### src/rtl/awd_pkg.sv
package awd_pkg;

  localparam logic [1:0] SEL_CTRL = 2'd0;
  localparam logic [1:0] SEL_BASE = 2'd1;
  localparam logic [1:0] SEL_MASK = 2'd2;

  // Control word layout: enables from bit 0, permission pairs from bit 16
  localparam int PERM_LSB = 16;

  typedef struct packed {
    logic [15:0] base;
    logic [7:0]  attr;
    logic [15:0] mask;
  } win_cfg_t;

  // 64 KB granular compare: mask bits set to 1 are don't-care
  function automatic logic win_hit(logic [15:0] a_hi, logic [15:0] base,
                                   logic [15:0] mask);
    return ((a_hi ^ base) & ~mask) == 16'h0000;
  endfunction

  // bit 0 allows reads, bit 1 allows writes
  function automatic logic perm_ok(logic [1:0] perm, logic is_wr);
    return is_wr ? perm[1] : perm[0];
  endfunction

endpackage

### src/rtl/awd_regfile.sv
module awd_regfile
  import awd_pkg::*;
#(
  parameter int NUM_WIN = 5,
  parameter int WIN_W   = 3
) (
  input  logic                 clk,
  input  logic                 rst_n,
  input  logic                 we,
  input  logic [1:0]           sel,
  input  logic [WIN_W-1:0]     win,
  input  logic [31:0]          wdata,
  output logic [NUM_WIN-1:0]   en,
  output logic [2*NUM_WIN-1:0] perm,
  output win_cfg_t             cfg [NUM_WIN]
);

  logic ctrl_we;
  assign ctrl_we = we && (sel == SEL_CTRL);

  always_ff @(posedge clk or negedge rst_n) begin
    if (!rst_n) begin
      en   <= '0;
      perm <= '0;
    end else if (ctrl_we) begin
      en   <= wdata[NUM_WIN-1:0];
      perm <= wdata[PERM_LSB +: 2*NUM_WIN];
    end
  end

  for (genvar g = 0; g < NUM_WIN; g++) begin : g_win
    logic me;
    assign me = we && (win == WIN_W'(g));

    always_ff @(posedge clk or negedge rst_n) begin
      if (!rst_n) begin
        cfg[g] <= '0;
      end else if (me && sel == SEL_BASE) begin
        cfg[g].base <= wdata[31:16];
        cfg[g].attr <= wdata[15:8];
      end else if (me && sel == SEL_MASK) begin
        cfg[g].mask <= wdata[31:16];
      end
    end
  end

  logic unused_wd;
  assign unused_wd = ^wdata;

  // registers come out of reset cleared
  a_r1_reset_clear: assert property (@(posedge clk) disable iff (!rst_n)
    $rose(rst_n) |-> (en == '0 && perm == '0));

  // control word only changes on a control write
  a_r10_ctrl_hold: assert property (@(posedge clk) disable iff (!rst_n)
    !ctrl_we |=> ($stable(en) && $stable(perm)));

endmodule

### src/rtl/awd_window_cmp.sv
module awd_window_cmp
  import awd_pkg::*;
#(
  parameter int NUM_WIN = 5
) (
  input  logic [15:0]        addr_hi,
  input  logic [NUM_WIN-1:0] en,
  input  win_cfg_t           cfg [NUM_WIN],
  output logic [NUM_WIN-1:0] match
);

  for (genvar g = 0; g < NUM_WIN; g++) begin : g_cmp
    assign match[g] = en[g] && win_hit(addr_hi, cfg[g].base, cfg[g].mask);
  end

endmodule

### src/rtl/awd_priority.sv
module awd_priority #(
  parameter int NUM_WIN = 5,
  parameter int WIN_W   = 3
) (
  input  logic [NUM_WIN-1:0] req,
  output logic               any,
  output logic [WIN_W-1:0]   idx
);

  // Scan from the top so the lowest set bit is the last one to land
  always_comb begin
    idx = '0;
    for (int i = NUM_WIN - 1; i >= 0; i--) begin
      if (req[i]) idx = WIN_W'(i);
    end
  end

  assign any = |req;

endmodule

### src/rtl/addr_window_decoder.sv
module addr_window_decoder
  import awd_pkg::*;
#(
  parameter int NUM_WIN = 5,
  localparam int WIN_W = (NUM_WIN > 1) ? $clog2(NUM_WIN) : 1
) (
  input  logic             clk,
  input  logic             rst_n,
  input  logic             cfg_we,
  input  logic [1:0]       cfg_sel,
  input  logic [WIN_W-1:0] cfg_win,
  input  logic [31:0]      cfg_wdata,
  input  logic             lk_valid,
  input  logic             lk_write,
  input  logic [31:0]      lk_addr,
  output logic             lk_hit,
  output logic [WIN_W-1:0] lk_win,
  output logic [7:0]       lk_attr,
  output logic             lk_viol,
  output logic             lk_err
);

  // NUM_WIN may range from 1 to 8 so the control word fields fit
  logic [NUM_WIN-1:0]   win_en;
  logic [2*NUM_WIN-1:0] win_perm;
  win_cfg_t             win_cfg [NUM_WIN];
  logic [NUM_WIN-1:0]   match_vec;
  logic                 match_any;
  logic [WIN_W-1:0]     match_idx;
  logic [1:0]           sel_perm;
  logic [7:0]           sel_attr;
  logic                 access_ok;

  awd_regfile #(.NUM_WIN(NUM_WIN), .WIN_W(WIN_W)) u_regs (
    .clk   (clk),
    .rst_n (rst_n),
    .we    (cfg_we),
    .sel   (cfg_sel),
    .win   (cfg_win),
    .wdata (cfg_wdata),
    .en    (win_en),
    .perm  (win_perm),
    .cfg   (win_cfg)
  );

  awd_window_cmp #(.NUM_WIN(NUM_WIN)) u_cmp (
    .addr_hi (lk_addr[31:16]),
    .en      (win_en),
    .cfg     (win_cfg),
    .match   (match_vec)
  );

  awd_priority #(.NUM_WIN(NUM_WIN), .WIN_W(WIN_W)) u_prio (
    .req (match_vec),
    .any (match_any),
    .idx (match_idx)
  );

  always_comb begin
    sel_perm = 2'b00;
    sel_attr = 8'h00;
    for (int i = 0; i < NUM_WIN; i++) begin
      if (match_idx == WIN_W'(i)) begin
        sel_perm = win_perm[2*i +: 2];
        sel_attr = win_cfg[i].attr;
      end
    end
  end

  assign access_ok = perm_ok(sel_perm, lk_write);

  assign lk_hit  = lk_valid && match_any && access_ok;
  assign lk_viol = lk_valid && match_any && !access_ok;
  assign lk_err  = lk_valid && !match_any;
  assign lk_win  = (lk_valid && match_any) ? match_idx : '0;
  assign lk_attr = lk_hit ? sel_attr : 8'h00;

  logic unused_addr;
  assign unused_addr = ^lk_addr[15:0];

  // quiet outputs while idle
  a_r9_idle_quiet: assert property (@(posedge clk) disable iff (!rst_n)
    !lk_valid |-> (!lk_hit && !lk_viol && !lk_err && lk_attr == 8'h00));

  // outcomes are mutually exclusive
  a_r7_one_outcome: assert property (@(posedge clk) disable iff (!rst_n)
    $onehot0({lk_hit, lk_viol, lk_err}));

  // an error only when no window compare fired
  a_r8_err_no_match: assert property (@(posedge clk) disable iff (!rst_n)
    lk_err |-> (match_vec == '0));

  // the reported window matches and no lower window does
  a_r5_lowest_wins: assert property (@(posedge clk) disable iff (!rst_n)
    (lk_hit || lk_viol) |->
      ((((match_vec >> lk_win) & NUM_WIN'(1)) != '0) &&
       ((match_vec & ((NUM_WIN'(1) << lk_win) - NUM_WIN'(1))) == '0)));

endmodule

### config.mk
export PLATFORM = sky130hd
export DESIGN_NAME = addr_window_decoder
export DESIGN_NICKNAME = d
export VERILOG_FILES = /design/src/rtl/awd_pkg.sv /design/src/rtl/awd_regfile.sv /design/src/rtl/awd_window_cmp.sv /design/src/rtl/awd_priority.sv /design/src/rtl/addr_window_decoder.sv
export SDC_FILE = /design/constraint.sdc
export NUM_CORES = 1
export LEC_CHECK = 0
export ABC_AREA = 1
export BUFFER_PORTS_ARGS = -buffer_cell sky130_fd_sc_hd__buf_2
export CAP_MARGIN = 25
export CELL_PAD_IN_SITES_DETAIL_PLACEMENT = 0
export CELL_PAD_IN_SITES_GLOBAL_PLACEMENT = 1
export CORE_ASPECT_RATIO = 1.2
export CORE_UTILIZATION = 45
export DETAILED_ROUTE_END_ITERATION = 6
export PLACE_DENSITY_LB_ADDON = 0.15
export SYNTH_ARGS = -nofsm -noshare
export SYNTH_HDL_FRONTEND = slang
export SYNTH_SLANG_ARGS = --single-unit
### constraint.sdc
create_clock -name clk -period 2.9 [get_ports clk]
set_clock_uncertainty 0.1 [all_clocks]
set_input_delay 0.435 -clock clk [delete_from_list [all_inputs] [get_ports clk]]
set_output_delay 0.435 -clock clk [all_outputs]
set_load 0.01 [all_outputs]
==> results.tsv <==
stage	metric	value	unit
timing	final-max-slew-violation-count	0	
global_routing	use_met1	33.8	%
routing	wl	28.7	mm
place	pre_cts_slack	-0.160	ns
yosys	yosysSeqAreaShare	51.8	%
worst_hold_path	hp-class	input pin to flop	
yosys	synth_cells	1329	
worst_setup_path	path_max_fanout	5	
outcome	status	finished with violations	
worst_setup_path	start_kind	flop	
place	io_buffers	68	
timing	rsz0062_at_grt	true	
routing	wl_per_cell	16.6	um
final_layout	seq_area	5380	sq um
clock_network	htreeDepth	1	
worst_setup_path	endpoint_kind	output pin	
clock_network	clockBufferDepth	3	
final_layout	diodes	0	
floorplanning	dieArea	23700	sq um
yosys	synth_most_common_cell	nand2_1	
final_layout	multi_input_area	4380	sq um
clock_network	cts_sinks	215	
floorplanning	die_h	168	um
timing	worst_slew_pin_slew	0.715	ns
timing	max_freq	308	MHz
yosys	netlist_area	10400	sq um
place	place_hpwl	19.1	mm
run	max_cap_viol_count	0	
place	dpl.cell_count	1675	
floorplanning	io_pins	88	
routing	drt_iter0_markers	579	
worst_setup_path	crit_chain	or2_0 > nand2_1 > nand2_2 > nor2_4 > nand3_2 > nor2_4 > nor2_4 > buf_4 > o211ai_1 > nand2_1 > inv_2 > nand3_4 > nor2_2 > buf_2	
timing	fin_setup_tns	-3.04	ns
yosys	netlist_top_cells_area	dfrtp_1, nand2_1, o21ai_0, inv_1, nor2_1	
power_and_ir_drop	max-vdd-ir-drop	0.426	mV
clock_network	cts_root_buf	clkbuf_16	
global_routing	grt_pass1_vias	8395	
yosys	synth.top_cell.area_share	51.8	%
global_routing	antenna_found_initial	1	
worst_setup_path	cp_top_family	simple AND/OR/NAND/NOR gates	
global_routing	grt_util_all_layers	25.6	%
timing	min_period	3.25	ns
global_routing	overflow	0	
floorplanning	initial_utilization	46.2	%
yosys	synth_commonest_cells	nand2_1, o21ai_0, dfrtp_1, inv_1, nor2_1	
global_routing	grt_start_max_net_pins	87	
global_routing	top_usage_layer	met2	
worst_setup_path	cpPeakStageDelay	0.39	ns
yosys	synthArstFlopShare	100	%
worst_setup_path	path_class	flop to output pin	
floorplanning	core	22500	sq um
timing	relSlewSlack	52.2	%
worst_setup_path	crit_arrival	2.71	ns
final_layout	stdcell_count	1724	
yosys	syn_avg_cell_area	7.82	sq um
floorplanning	rows	60	
final_layout	drive_gt1_share	18.5	%
final_layout	final_nets	1506	
power_and_ir_drop	power.total	8.30	mW
yosys	synth_edf_count	0	
floorplanning	die_w	141	um
global_routing	use_met3	3.39	%
power_and_ir_drop	p_leak	6.12	nW
worst_setup_path	path_common_cell	nor2_4	
timing	final.setup.worst_slack	-0.345	ns
final_layout	fillers	2238	
final_layout	area_delta_synth_final	18.5	%
clock_network	numCtsBuffers	24	
routing	dr_total_vias	8618	
worst_setup_path	cp_num_buf_inv	3	
global_routing	grtUsageMet2	44.2	%
place	gp_congestion	0.807	
clock_network	cts_tree	built	
clock_network	clk_latency	0.51	ns
yosys	synth_top_area_cell	dfrtp_1	
worst_setup_path	cp_slowest_cell	dfrtp_1	
timing	setup_viol	11	
yosys	synth.distinct_cells	38	
final_layout	fin_util	54.7	%
global_routing	grt_pass1_wl	46.0	mm
routing	viasPerCell	5.00	
worst_setup_path	crit_required	2.37	ns
yosys	synth_nets	1403	
yosys	yosys_most_used_dff	dfrtp_1	
power_and_ir_drop	power.density	674	nW/um^2
timing	finalHoldViolCount	0	
outcome	violations	negative setup slack	
timing	min_period_over_period	112	%
routing	ant_nets	0	
routing	drc_errors	0	
routing	firstDrtPassIters	5	
clock_network	path_clk_slew	0.06	ns
yosys	synth_warnings	0	
yosys	ys_ff_latch	215	
final timing paths:
check	startpoint	endpoint	slack, ns	cells after the start
worst max-delay path	u_regs.cfg[79]	lk_attr[5]	-0.35	14
worst min-delay path	cfg_wdata[3]	u_regs.en[3]	0.06	2
worst max register to register	u_regs.cfg[73]	u_regs.cfg[73]	1.90	4
worst min register to register	u_regs.cfg[43]	u_regs.cfg[43]	0.37	2
max in group asynchronous	rst_n	u_regs.cfg[103]	1.49	3
min in group asynchronous	rst_n	u_regs.cfg[33]	0.43	2
cell type report:
class | count | share of cell area (%)
sequential | 215 | 43.7
multi-input combinational | 907 | 35.6
timing repair buffer | 139 | 7.76
clock buffer | 39 | 5.67
inverter | 145 | 4.43
tap | 279 | 2.84
metrics by stage:
step	hold WS, ns	cell area (sq um)
2_1_floorplan	0.0394	10400
3_3_place_gp	0.358	11300
3_5_place_dp	0.364	11300
4_1_cts	0.0434	12200
5_1_grt	0.0495	12300
6_report	0.0565	12300
cells in the final DEF (no fill, tap or decap), types with 16 or more instances in the layout:
cell type    n
a21oi_1     17
buf_2       65
buf_4       64
clkbuf_16   25
dfrtp_1    215
inv_1      125
inv_2       17
nand2_1    424
nand2_2     16
nand3_1     24
nand3_2     17
nand3b_1    19
nor2_1      82
nor2_2      19
o21ai_0    219
logic make-up after synthesis:
group                  share of synthesized area (%)
AND/OR/NAND/NOR                                 27.3
AO/OA/AOI/OAI                                   11.9
flip-flops                                      51.8
buffers and inverters                           8.03
XOR/XNOR                                       0.674
multiplexers                                   0.325
flip-flops by register name, summed over array words and instances, names as in the netlist:
signal and cells:
u_regs.cfg 200, u_regs.perm 10, u_regs.en 5
metal layers:
metal  vias up  wire [um]
li1       4381          -
met1      4031      13000
met2       162      13900
met3        42       1080
met4         2        602
met5         -         13
worst register-to-register path: stages (launching register included):
cell and delay, ns:
dfrtp_1 0.39, buf_4 0.13, buf_4 0.12, nand2_1 0.05, o21ai_0 0.08
report_power, final:
part | switching, mW | leakage, nW | internal, mW
sequential | 0.340 | 2.78 | 3.55
combinational | 0.972 | 3.01 | 0.652
clock | 1.16 | 0.337 | 1.62
total | 2.47 | 6.12 | 5.83
timing repair:
item                       4_1_cts  5_1_grt
gates cloned                     1        0
hold endpoints to repair        81        0
hold buffers                     1        0
resized for setup               25       26
setup endpoints to repair       13       14
buffers inserted                 3        5
pin swaps                       19       24
No activity file was read; power rests on OpenSTA's default activity.
